`src/rtl/lcd_tim_pkg.sv`:
```
package lcd_tim_pkg;

   localparam int WORD_W = 32;
   localparam int NUM_TW = 3;

   // register selects
   localparam int SEL_HORZ = 0;
   localparam int SEL_VERT = 1;
   localparam int SEL_POL  = 2;
   localparam int SEL_CTRL = 3;

   // polarity word bits
   localparam int B_INV_V  = 11;
   localparam int B_INV_H  = 12;
   localparam int B_PCLK   = 13;
   localparam int B_INV_DE = 14;

   // control word bits
   localparam int B_EN   = 0;
   localparam int B_TFT  = 5;
   localparam int B_DUAL = 7;
   localparam int B_PWR  = 11;

   typedef logic [WORD_W-1:0] word_t;

   function automatic logic [4:0] depth_decode(input logic [2:0] code);
      logic [4:0] r;
      case (code)
         3'd0:    r = 5'd1;
         3'd1:    r = 5'd2;
         3'd2:    r = 5'd4;
         3'd3:    r = 5'd8;
         3'd4:    r = 5'd16;
         3'd5:    r = 5'd24;
         default: r = 5'd0;
      endcase
      return r;
   endfunction

endpackage

```
`src/rtl/lcd_cfg_regs.sv`:
```
module lcd_cfg_regs
   import lcd_tim_pkg::*;
#(
   parameter int AW = 3
) (
   input  logic                    clk,
   input  logic                    rst_n,
   input  logic                    wr_en,
   input  logic [AW-1:0]           wr_addr,
   input  word_t                   wr_data,
   input  logic                    load,
   output word_t [NUM_TW-1:0]      act_words,
   output word_t                   ctrl
);

   word_t [NUM_TW-1:0] stage_q;

   for (genvar gi = 0; gi < NUM_TW; gi++) begin : g_word
      always_ff @(posedge clk or negedge rst_n) begin
         if (!rst_n)
            stage_q[gi] <= '0;
         else if (wr_en && (wr_addr == AW'(gi)))
            stage_q[gi] <= wr_data;
      end

      always_ff @(posedge clk or negedge rst_n) begin
         if (!rst_n)
            act_words[gi] <= '0;
         else if (load)
            act_words[gi] <= stage_q[gi];
      end
   end

   always_ff @(posedge clk or negedge rst_n) begin
      if (!rst_n)
         ctrl <= '0;
      else if (wr_en && (wr_addr == AW'(SEL_CTRL)))
         ctrl <= wr_data;
   end


   shadow_hold_chk: assert property (@(posedge clk) disable iff (!rst_n)
      !load |=> $stable(act_words));

endmodule

```
`src/rtl/lcd_axis_ctr.sv`:
```
module lcd_axis_ctr #(
   parameter int W = 12
) (
   input  logic         clk,
   input  logic         rst_n,
   input  logic         clr,
   input  logic         step,
   input  logic [W-1:0] last,
   output logic [W-1:0] cnt,
   output logic         wrap
);

   assign wrap = step && (cnt >= last);

   always_ff @(posedge clk or negedge rst_n) begin
      if (!rst_n)
         cnt <= '0;
      else if (clr)
         cnt <= '0;
      else if (step)
         cnt <= wrap ? '0 : cnt + W'(1);
   end


   step_inc_chk: assert property (@(posedge clk) disable iff (!rst_n)
      (!clr && step && !wrap) |=> (cnt == $past(cnt) + W'(1)));


   wrap_zero_chk: assert property (@(posedge clk) disable iff (!rst_n)
      (!clr && wrap) |=> (cnt == '0));

endmodule

```
`src/rtl/lcd_phase_dec.sv`:
```
module lcd_phase_dec #(
   parameter int W = 12
) (
   input  logic [W-1:0] cnt,
   input  logic [W-1:0] sync_len,
   input  logic [W-1:0] act_start,
   input  logic [W-1:0] act_len,
   output logic         in_sync,
   output logic         in_act,
   output logic [W-1:0] pos
);

   logic [W-1:0] rel;

   always_comb begin
      rel     = cnt - act_start;
      in_sync = cnt < sync_len;
      in_act  = (cnt >= act_start) && (rel < act_len);
      pos     = in_act ? rel : '0;
   end

endmodule

```
`src/rtl/lcd_raster_timing.sv`:
```
module lcd_raster_timing
   import lcd_tim_pkg::*;
#(
   parameter int AW = 3,
   parameter int XW = 12,
   parameter int YW = 11
) (
   input  logic          clk,
   input  logic          rst_n,
   input  logic          wr_en,
   input  logic [AW-1:0] wr_addr,
   input  logic [31:0]   wr_data,
   output logic          hsync,
   output logic          vsync,
   output logic          de,
   output logic          sof,
   output logic          eol,
   output logic [XW-1:0] pix_x,
   output logic [YW-1:0] pix_y,
   output logic [YW-1:0] lower_y,
   output logic          pclk_inv,
   output logic          panel_pwr,
   output logic [4:0]    depth_bits
);

   localparam int NLANE = 3;
   localparam logic [XW-1:0] X_ONE = XW'(1);
   localparam logic [YW-1:0] Y_ONE = YW'(1);

   if (AW < 3) begin : g_bad_aw
      $error("AW must reach four register selects");
   end
   if (XW < 11) begin : g_bad_xw
      $error("XW too narrow for the longest line");
   end
   if (YW < 11) begin : g_bad_yw
      $error("YW too narrow for the longest frame");
   end

   word_t [NUM_TW-1:0] act_w;
   word_t              ctrl;
   word_t              h_w, v_w, p_w;
   logic               en, load;

   // ---------------- registers ----------------
   lcd_cfg_regs #(.AW(AW)) u_regs (
      .clk       (clk),
      .rst_n     (rst_n),
      .wr_en     (wr_en),
      .wr_addr   (wr_addr),
      .wr_data   (wr_data),
      .load      (load),
      .act_words (act_w),
      .ctrl      (ctrl)
   );

   assign h_w = act_w[SEL_HORZ];
   assign v_w = act_w[SEL_VERT];
   assign p_w = act_w[SEL_POL];
   assign en  = ctrl[B_EN];

   // ---------------- field decode ----------------
   logic [XW-1:0] hs_len, h_bp, h_fp, h_pix, h_cpl, h_act, h_start, h_last;
   logic [YW-1:0] vs_len, v_bp, v_fp, v_lines, v_start, v_last;

   always_comb begin
      hs_len  = XW'(h_w[15:8])  + X_ONE;
      h_fp    = XW'(h_w[23:16]) + X_ONE;
      h_bp    = XW'(h_w[31:24]) + X_ONE;
      h_pix   = XW'({h_w[7:2], 4'b0000}) + XW'(16);
      h_cpl   = XW'(p_w[25:16]) + X_ONE;
      h_act   = ctrl[B_TFT] ? h_pix : h_cpl;
      h_start = hs_len + h_bp;
      h_last  = h_start + h_act + h_fp - X_ONE;

      vs_len  = YW'(v_w[15:10]) + Y_ONE;
      v_lines = YW'(v_w[9:0])   + Y_ONE;
      v_fp    = YW'(v_w[23:16]);
      v_bp    = YW'(v_w[31:24]);
      v_start = vs_len + v_bp;
      v_last  = v_start + v_lines + v_fp - Y_ONE;
   end

   // ---------------- counters ----------------
   logic [XW-1:0] h_cnt, h_pos;
   logic [YW-1:0] v_cnt, v_pos;
   logic          h_wrap, v_wrap;
   logic          h_in_sync, h_in_act, v_in_sync, v_in_act;

   lcd_axis_ctr #(.W(XW)) u_hctr (
      .clk   (clk),
      .rst_n (rst_n),
      .clr   (!en),
      .step  (en),
      .last  (h_last),
      .cnt   (h_cnt),
      .wrap  (h_wrap)
   );

   lcd_axis_ctr #(.W(YW)) u_vctr (
      .clk   (clk),
      .rst_n (rst_n),
      .clr   (!en),
      .step  (h_wrap),
      .last  (v_last),
      .cnt   (v_cnt),
      .wrap  (v_wrap)
   );

   assign load = !en || v_wrap;

   lcd_phase_dec #(.W(XW)) u_hdec (
      .cnt       (h_cnt),
      .sync_len  (hs_len),
      .act_start (h_start),
      .act_len   (h_act),
      .in_sync   (h_in_sync),
      .in_act    (h_in_act),
      .pos       (h_pos)
   );

   lcd_phase_dec #(.W(YW)) u_vdec (
      .cnt       (v_cnt),
      .sync_len  (vs_len),
      .act_start (v_start),
      .act_len   (v_lines),
      .in_sync   (v_in_sync),
      .in_act    (v_in_act),
      .pos       (v_pos)
   );

   // ---------------- output lanes ----------------
   logic [NLANE-1:0] lane_raw, lane_inv, lane_out;
   logic             de_raw;

   assign de_raw   = en && h_in_act && v_in_act;
   assign lane_raw = {de_raw, en && h_in_sync, en && v_in_sync};
   assign lane_inv = {p_w[B_INV_DE], p_w[B_INV_H], p_w[B_INV_V]};

   for (genvar gl = 0; gl < NLANE; gl++) begin : g_lane
      assign lane_out[gl] = lane_raw[gl] ^ lane_inv[gl];
   end

   assign vsync      = lane_out[0];
   assign hsync      = lane_out[1];
   assign de         = lane_out[2];
   assign sof        = en && (h_cnt == '0) && (v_cnt == '0);
   assign eol        = h_wrap;
   assign pix_x      = de_raw ? h_pos : '0;
   assign pix_y      = de_raw ? v_pos : '0;
   assign lower_y    = (de_raw && ctrl[B_DUAL]) ? (v_pos + v_lines) : '0;
   assign pclk_inv   = p_w[B_PCLK];
   assign panel_pwr  = en && ctrl[B_PWR];
   assign depth_bits = depth_decode(ctrl[3:1]);

   logic unused_bits;
   assign unused_bits = ^{h_w[1:0], p_w[10:0], p_w[15], p_w[31:26],
                          ctrl[4], ctrl[6], ctrl[10:8], ctrl[31:12]};

   // ---------------- properties ----------------

   idle_zero_chk: assert property (@(posedge clk) disable iff (!rst_n)
      (!en && $past(!en)) |-> (h_cnt == '0 && v_cnt == '0 && !sof && !eol));


   sof_eol_excl_chk: assert property (@(posedge clk) disable iff (!rst_n)
      sof |-> !eol);


   frame_restart_chk: assert property (@(posedge clk) disable iff (!rst_n)
      v_wrap |=> (sof || !en));


   sync_act_excl_chk: assert property (@(posedge clk) disable iff (!rst_n)
      (en && h_in_sync) |-> !de_raw);

endmodule

```
`config.mk`:
```
export PLATFORM = sky130hd
export DESIGN_NAME = lcd_raster_timing
export DESIGN_NICKNAME = d
export VERILOG_FILES = /design/src/rtl/lcd_tim_pkg.sv /design/src/rtl/lcd_cfg_regs.sv /design/src/rtl/lcd_axis_ctr.sv /design/src/rtl/lcd_phase_dec.sv /design/src/rtl/lcd_raster_timing.sv
export SDC_FILE = /design/constraint.sdc
export NUM_CORES = 1
export LEC_CHECK = 0
export ABC_CLOCK_PERIOD_IN_PS = 10600
export BUFFER_PORTS_ARGS = -buffer_cell sky130_fd_sc_hd__buf_2
export CORE_ASPECT_RATIO = 1.2
export CORE_MARGIN = 2
export CORE_UTILIZATION = 60
export CTS_CLUSTER_DIAMETER = 100
export DETAILED_ROUTE_END_ITERATION = 8
export PLACE_DENSITY = 0.8
export SYNTH_ARGS = -nofsm -noshare
export SYNTH_HDL_FRONTEND = slang
export SYNTH_SLANG_ARGS = --single-unit
```
`constraint.sdc`:
```
create_clock -name clk -period 10.6 [get_ports clk]
set_clock_uncertainty 0.2 [all_clocks]
set_input_delay 3.18 -clock clk [delete_from_list [all_inputs] [get_ports clk]]
set_output_delay 3.18 -clock clk [all_outputs]
set_load 0.05 [all_outputs]
```
==> metrics.md, run 1 <==
| Metric | Value |
|---|---|
| Status | `finished, final reports clean` |
| Die Width | `138 um` |
| Worst-Skew Late Latency | `about 0.44 ns` |
| P&R area growth vs syn | `12.3%` |
| Warnings from Yosys | `0` |
| Min-Delay Path Class | `register to register` |
| Number of global-route vias before repair | `9,399` |
| Floorplan core area | `21,000 um^2` |
| Placed wire-length estimate | `22,300 um` |
| Synth top area share | `35.4%` |
| Iteration-0 DRC Markers | `658` |
| Crit-path max cell delay | `0.45 ns` |
| Post-Place Cell Area | `13,600 um^2` |
| Biggest area consumer among synthesized cells | `dfrtp_1` |
| Synth area leaders | `dfrtp_1 35%, mux2_2 14%, ha_1 14%` |
| Fillers | `1,531` |
| Post-cts hold buffer count | `0` |
| GPL Wtd Cong | `0.917` |
| Worst slew pin tran | `between 1 and 1.5 ns` |
| Slew Limit Fails | `0` |
| Clk buf depth | `2` |
| CP Capture Type | `primary output` |
| Initial Util | `61.3%` |
| Data required time of the worst path | `about 7.2 ns` |
| Port Buf Inserts | `82` |
| Ys flop type | `dfrtp_1` |
| Die area | `22,600 um^2` |
| Initial antenna violation count | `1` |
| RR Startpoint | `u_regs.act_words[8]` |
| TritonCTS clock tree | `yes` |
| Crit-path leading delay family | `adder cells` |
| Drc violations | `0` |
| Critical R2R Capture | `u_regs.act_words[3]` |
| Adder-Cell Fraction of Synth Area | `17.4%` |
| Largest net degree at the start of global routing | `approximately 110` |
| Share of layout cells above drive strength 1 | `25.2%` |
| Total global routing overflow | `0` |
| Clk pin slew, worst setup/hold paths | `approximately 0.07 ns` |
| First-pass GRT wire length | `48,000 um` |
| Synthesized area | `12,900 um^2` |
| Antenna viol nets, final | `0` |
| Slew headroom | `25.6%` |
| Slowest CP cell | `dfrtp_2` |
| Flops & latches, synth | `182` |
| Critical Path Sink | `lower_y[10]` |
| Synthesized Nets | `1,448` |
| WP buf/inv | `5` |
| Multi-input combinational cell area | `7920 um^2` |
| Fmax | `approximately 0.095 GHz` |
| Worst setup path startpoint | `u_regs.act_words[42]` |
| Post-synthesis xor/xnor area fraction | `6.34%` |
| Final setup TNS | `0 ns` |
| Critical path startpoint category | `register` |
| Antenna Cells | `0` |
| All-Layer GR Usage | `~28%` |
| Final setup fails | `0` |
| Via Count | `9,496` |
| Instance count on the critical path | `35` |
| Drt wl/cell | `18.7 um` |
| Avg Synthesized Cell Area | `10.3 um^2` |
| Syn Inst Count | `1,246` |
| Via density | `5.87` |
| Sequential area share after synthesis | `35.4%` |
| Max FO, Critical Path | `7` |
| CTS buffer count | `17` |
| Reg2Reg Setup Slack | `3.25 ns` |
| Final hold viol count | `0` |
| Post-synthesis compound-gate area fraction | `10.5%` |
| CTS H-tree lvls | `4` |
| Simple-gate share of the synthesized area | `11.2%` |
| Num rows | `58` |
| Distinct cells, synth | `between 70 and 80` |
| CTS sink count | `182` |
| Dpl ws | `0.135 ns` |
| Fin crit share | `99.2%` |
| Final nets | `~1,500` |
| Worst r2r path cells | `24` |
| Number of synthesized flops with an enable pin | `0` |
| Main combinational cell family by area after synthesis | `adder cells` |
| Max Cap Viol | `0` |
| I/O pins | `84` |
| Register area | `4560 um^2` |
| Async SR Flop Fraction | `100%` |
| Total wire length | `about 30,000 um` |
| Die height | `164 um` |
| Min Clock Period, post-route | `10.52 ns` |
| Clock root cell | `clkbuf_16` |
| Worst Path Arrival | `around 7.1 ns` |
| Unrepaired setup endpoints after global routing | `yes` |
| Post-synthesis mux area share | `14.2%` |
| Post-route cell area | `14,400 um^2` |
| Pre-antenna DRT Iters | `5` |
| Final worst slack | `0.0795 ns` |
| Critical setup path kind | `register to primary output` |
## kinds of logic after synthesis
group | count (synthesis)
multiplexers | 163
AND/OR/NAND/NOR | 279
buffers and inverters | 158
flip-flops | 182
adder cells (fa/ha/maj) | 166
XOR/XNOR | 93
other | 1
AO/OA/AOI/OAI | 204
## synthesized netlist by cell type, drive strengths merged (3+ instances only)
library cell  count
xor2             39
clkbuf           13
and3b             4
o211ai            3
o21ai            54
nor2             82
dfrtp           182
a211oi            6
buf              18
nor3             21
nor2b            23
and2              4
o31a              4
o21a             16
mux2i             4
inv             127
o31ai             5
ha              142
a2111oi           3
nand3            33
and3             15
nand4             8
mux2            159
o2111ai           4
xnor2            54
fa               22
a21oi            52
nor4bb            3
nand2            43
nand2b           19
nor4              6
a31oi             6
nor4b             4
a21o             21
o21bai            7
a21boi            3
## state kept, by name (all words and copies together) (netlist names)
name	cells
u_hctr.cnt	12
u_regs.ctrl	7
u_regs.act_words	76
u_vctr.cnt	11
u_regs.stage_q	76
## metrics by stage
stage / hold slack, ns / cells / util (%)
after detailed placement: 0.292 / 1575 / 64.7
after global routing: 0.315 / 1618 / 68.8
after floorplan: 0.271 / 1246 / -
after global placement: 0.280 / 1575 / 64.7
after CTS: 0.303 / 1611 / 67.7
final: 0.303 / 1618 / 68.8
## cells in the final DEF (no fill, tap or decap), drive strengths merged, types with 33 or more instances in the layout
master,instances
buf,100
nand2,43
mux2,159
xnor2,54
nor2,82
a21oi,52
xor2,39
ha,142
inv,133
o21ai,54
dfrtp,182
nand3,33
## what timing repair did
action | 4_1_cts | 5_1_grt
cloned | 0 | 0
pin swaps | 4 | 20
endpoints found under the hold margin | 0 | 0
resized for setup | 9 | 35
endpoints found under the setup margin | 3 | 7
setup buffers | 4 | 7
## per-layer routing
metal,wire [um],GRT usage [%]
met1,13100,36.0
met2,15300,47.6
met3,1070,3.21
met4,847,9.61
met5,0,0
## layout make-up
cell class              count  area share [%]
multi-input cells         906            54.9
flip-flops and latches    182            31.6
repair buffers            101            3.98
inverters                 127            3.30
clock buffers              18            2.97
well taps                 270            2.34
clock inverters            14           0.962
## worst min path at each step
stage                       start              endpoint  slack, ns  cells after the start
2_1_floorplan     u_regs.ctrl[11]       u_regs.ctrl[11]       0.27                      1
3_3_place_gp      u_regs.ctrl[11]       u_regs.ctrl[11]       0.28                      1
3_5_place_dp   u_regs.stage_q[35]  u_regs.act_words[35]       0.29                      1
4_1_cts        u_regs.stage_q[80]  u_regs.act_words[80]       0.30                      1
5_1_grt        u_regs.stage_q[19]    u_regs.stage_q[19]       0.32                      1
6_report       u_regs.stage_q[89]    u_regs.stage_q[89]       0.30                      1
Power of run 1 is left out: the tool's default activity adds up to more than one toggle a clock period on the data nets, which glitch-free logic cannot reach.
==> inputs of run 2 (changes only) <==
--- a/config.mk
+++ b/config.mk
@@ -8,11 +8,10 @@
 export ABC_CLOCK_PERIOD_IN_PS = 10600
 export BUFFER_PORTS_ARGS = -buffer_cell sky130_fd_sc_hd__buf_2
 export CORE_ASPECT_RATIO = 1.2
-export CORE_MARGIN = 2
 export CORE_UTILIZATION = 60
 export CTS_CLUSTER_DIAMETER = 100
 export DETAILED_ROUTE_END_ITERATION = 8
-export PLACE_DENSITY = 0.8
+export PLACE_DENSITY = 0.84
 export SYNTH_ARGS = -nofsm -noshare
 export SYNTH_HDL_FRONTEND = slang
 export SYNTH_SLANG_ARGS = --single-unit
==> metrics.md, run 2 (synthesized netlist as in run 1, its figures left out) <==
| Metric | Value |
|---|---|
| I/O pins | `84 (unchanged)` |
| Post-route cell area | `14,600 um^2 (was 14,400 um^2)` |
| Num rows | `58 (unchanged)` |
| Post-cts hold buffer count | `0 (unchanged)` |
| Drt wl/cell | `19.6 um (was 18.7 um)` |
| Share of layout cells above drive strength 1 | `26.1% (was 25.2%)` |
| CTS sink count | `182 (unchanged)` |
| Worst setup path startpoint | `u_regs.act_words[42] (unchanged)` |
| Slew headroom | `28.6% (was 25.6%)` |
| Antenna Cells | `0 (unchanged)` |
| CTS H-tree lvls | `4 (unchanged)` |
| Clk buf depth | `2 (unchanged)` |
| Hold slack final | `0.301 ns (was 0.303 ns)` |
| Most frequent cells in the layout | `179 x dfrtp_1, 159 x mux2_2, 135 x ha_1 (was 181 x dfrtp_1, 159 x mux2_2, 136 x ha_1)` |
| Die area | `22,000 um^2 (was 22,600 um^2)` |
| Top Registers | `u_regs.act_words x76, u_regs.stage_q x76, u_hctr.cnt x12 (unchanged)` |
| Number of global-route vias before repair | `9,969 (was 9,399)` |
| Register area | `4560 um^2 (about the same)` |
| Drc violations | `0 (unchanged)` |
| Final nets | `1,546 (was 1,537)` |
| Worst-Skew Late Latency | `0.44 ns (about the same)` |
| Worst slew pin tran | `1.07 ns (was 1.11 ns)` |
| CP Capture Type | `primary output (unchanged)` |
| Floorplan core area | `21,000 um^2 (unchanged)` |
| Largest net degree at the start of global routing | `77 (was 111)` |
| Die Width | `136 um (was 138 um)` |
| Antenna viol nets, final | `0 (unchanged)` |
| Placed wire-length estimate | `23,000 um (was 22,300 um)` |
| All-Layer GR Usage | `29.9% (was 27.7%)` |
| Clk pin slew, worst setup/hold paths | `0.07 ns (about the same)` |
| Slowest CP cell | `dfrtp_2 (unchanged)` |
| TritonCTS clock tree | `yes (unchanged)` |
| GPL Wtd Cong | `0.904 (was 0.917)` |
| Total wire length | `31,800 um (was 30,200 um)` |
| Pre-antenna DRT Iters | `8 (was 5)` |
| Iteration-0 DRC Markers | `664 (was 658)` |
| Fin crit share | `98.1% (was 99.2%)` |
| Data required time of the worst path | `7.22 ns (about the same)` |
| P&R area growth vs syn | `13.2% (was 12.3%)` |
| Port Buf Inserts | `82 (unchanged)` |
| GRT Max-Usage Layer | `met2 (unchanged)` |
| Final setup TNS | `0 ns (unchanged)` |
| Critical path startpoint category | `register (unchanged)` |
| Worst r2r path cells | `24 (unchanged)` |
| Met1 GRT Util | `36.8% (was 36.0%)` |
| Multi-input combinational cell area | `7960 um^2 (was 7920 um^2)` |
| Final hold viol count | `0 (unchanged)` |
| Status | `finished, final reports clean (unchanged)` |
| Die height | `162 um (was 164 um)` |
| Critical setup path kind | `register to primary output (unchanged)` |
| Final setup fails | `0 (unchanged)` |
| Critical R2R Capture | `u_regs.act_words[55] (was u_regs.act_words[3])` |
| Min Clock Period, post-route | `10.39 ns (was 10.52 ns)` |
| Clock root cell | `clkbuf_16 (unchanged)` |
| RR Startpoint | `u_regs.act_words[8] (unchanged)` |
| First-pass GRT wire length | `50,500 um (was 48,000 um)` |
| Initial Util | `61.3% (unchanged)` |
| Crit-path max cell delay | `0.46 ns (was 0.45 ns)` |
| Via density | `6.04 (was 5.87)` |
| Max Cap Viol | `0 (unchanged)` |
| CTS buffer count | `17 (unchanged)` |
| Critical Path Sink | `lower_y[10] (unchanged)` |
| Min-Delay Path Class | `register to register (unchanged)` |
| Total global routing overflow | `0 (unchanged)` |
| Met2 Use GR | `52.6% (was 47.6%)` |
| Worst Path Arrival | `7.01 ns (was 7.14 ns)` |
| Most common cell after layout, fill and taps aside | `dfrtp_1 (unchanged)` |
| Via Count | `9,821 (was 9,496)` |
| Fillers | `1,444 (was 1,531)` |
| Initial antenna violation count | `0 (was 1)` |
| Max FO, Critical Path | `7 (unchanged)` |
| Slew Limit Fails | `0 (unchanged)` |
| Fmax | `0.0962 GHz (was 0.0951 GHz)` |
| Post-Place Cell Area | `13,600 um^2 (about the same)` |
| Reg2Reg Setup Slack | `3.32 ns (was 3.25 ns)` |
| GR met3 Demand/Resource | `3.39% (was 3.21%)` |
-- run 2: cell count changes in the layout (fill, tap and decap cells not counted), sizes merged --
cell      delta
bufinv       +1
clkbuf       +3
clkinv       -4
buf         +10
clkinvlp     -1
inv          -2
-- run 2: layer usage --
layer  part of all wire [%]  routed length [um]  vias up
met2                     51               16200      303
met1                     41               13100     4870
met5                      0                   0        -
met3                    3.8                1200       98
li1                       -                   -     4550
met4                    3.9                1250        0
-- run 2: critical path, delay by kind of cell, from the launching register on --
kind	cells	cell delay [ns]
buffers and inverters	4	0.41
AND/OR/NAND/NOR	7	1.03
flip-flops	1	0.46
XOR/XNOR	4	0.69
AO/OA/AOI/OAI	11	1.86
adder cells (fa/ha/maj)	7	2.11
-- run 2: final cells by class --
class	count	share of cell area, %
timing repair buffer	110	4.48
clock buffer	22	3.33
clock inverter	8	0.602
inverter	127	3.28
sequential	182	31.3
multi-input combinational	906	54.7
tap	270	2.32
-- run 2: what timing repair did --
action / CTS / global route
setup endpoints to repair: 6 / 7
resized for setup: 12 / 35
buffers inserted: 12 / 9
pin swaps: 5 / 14
-- run 2: worst min path at each step --
stage                       start                   end  slack, ns  depth (start not counted)
6_report        u_regs.stage_q[4]   u_regs.act_words[4]       0.30                          1
5_1_grt        u_regs.stage_q[17]    u_regs.stage_q[17]       0.32                          1
4_1_cts         u_regs.stage_q[4]   u_regs.act_words[4]       0.31                          1
3_5_place_dp   u_regs.stage_q[85]  u_regs.act_words[85]       0.29                          1
3_3_place_gp    u_regs.stage_q[2]   u_regs.act_words[2]       0.28                          1
2_1_floorplan     u_regs.ctrl[11]       u_regs.ctrl[11]       0.27                          1
-- run 2: through the flow --
| stage | utilization, % | setup WS (ns) | instances |
|---|---|---|---|
| 5_1_grt | 69.4 | -0.103 | 1625 |
| 6_report | 69.4 | 0.206 | 1625 |
| 2_1_floorplan | - | 0.331 | 1246 |
| 4_1_cts | 68.1 | 0.0269 | 1616 |
| 3_5_place_dp | 64.7 | -0.0248 | 1574 |
| 3_3_place_gp | 64.7 | 0.238 | 1574 |
Power of run 2 is left out for the same reason.
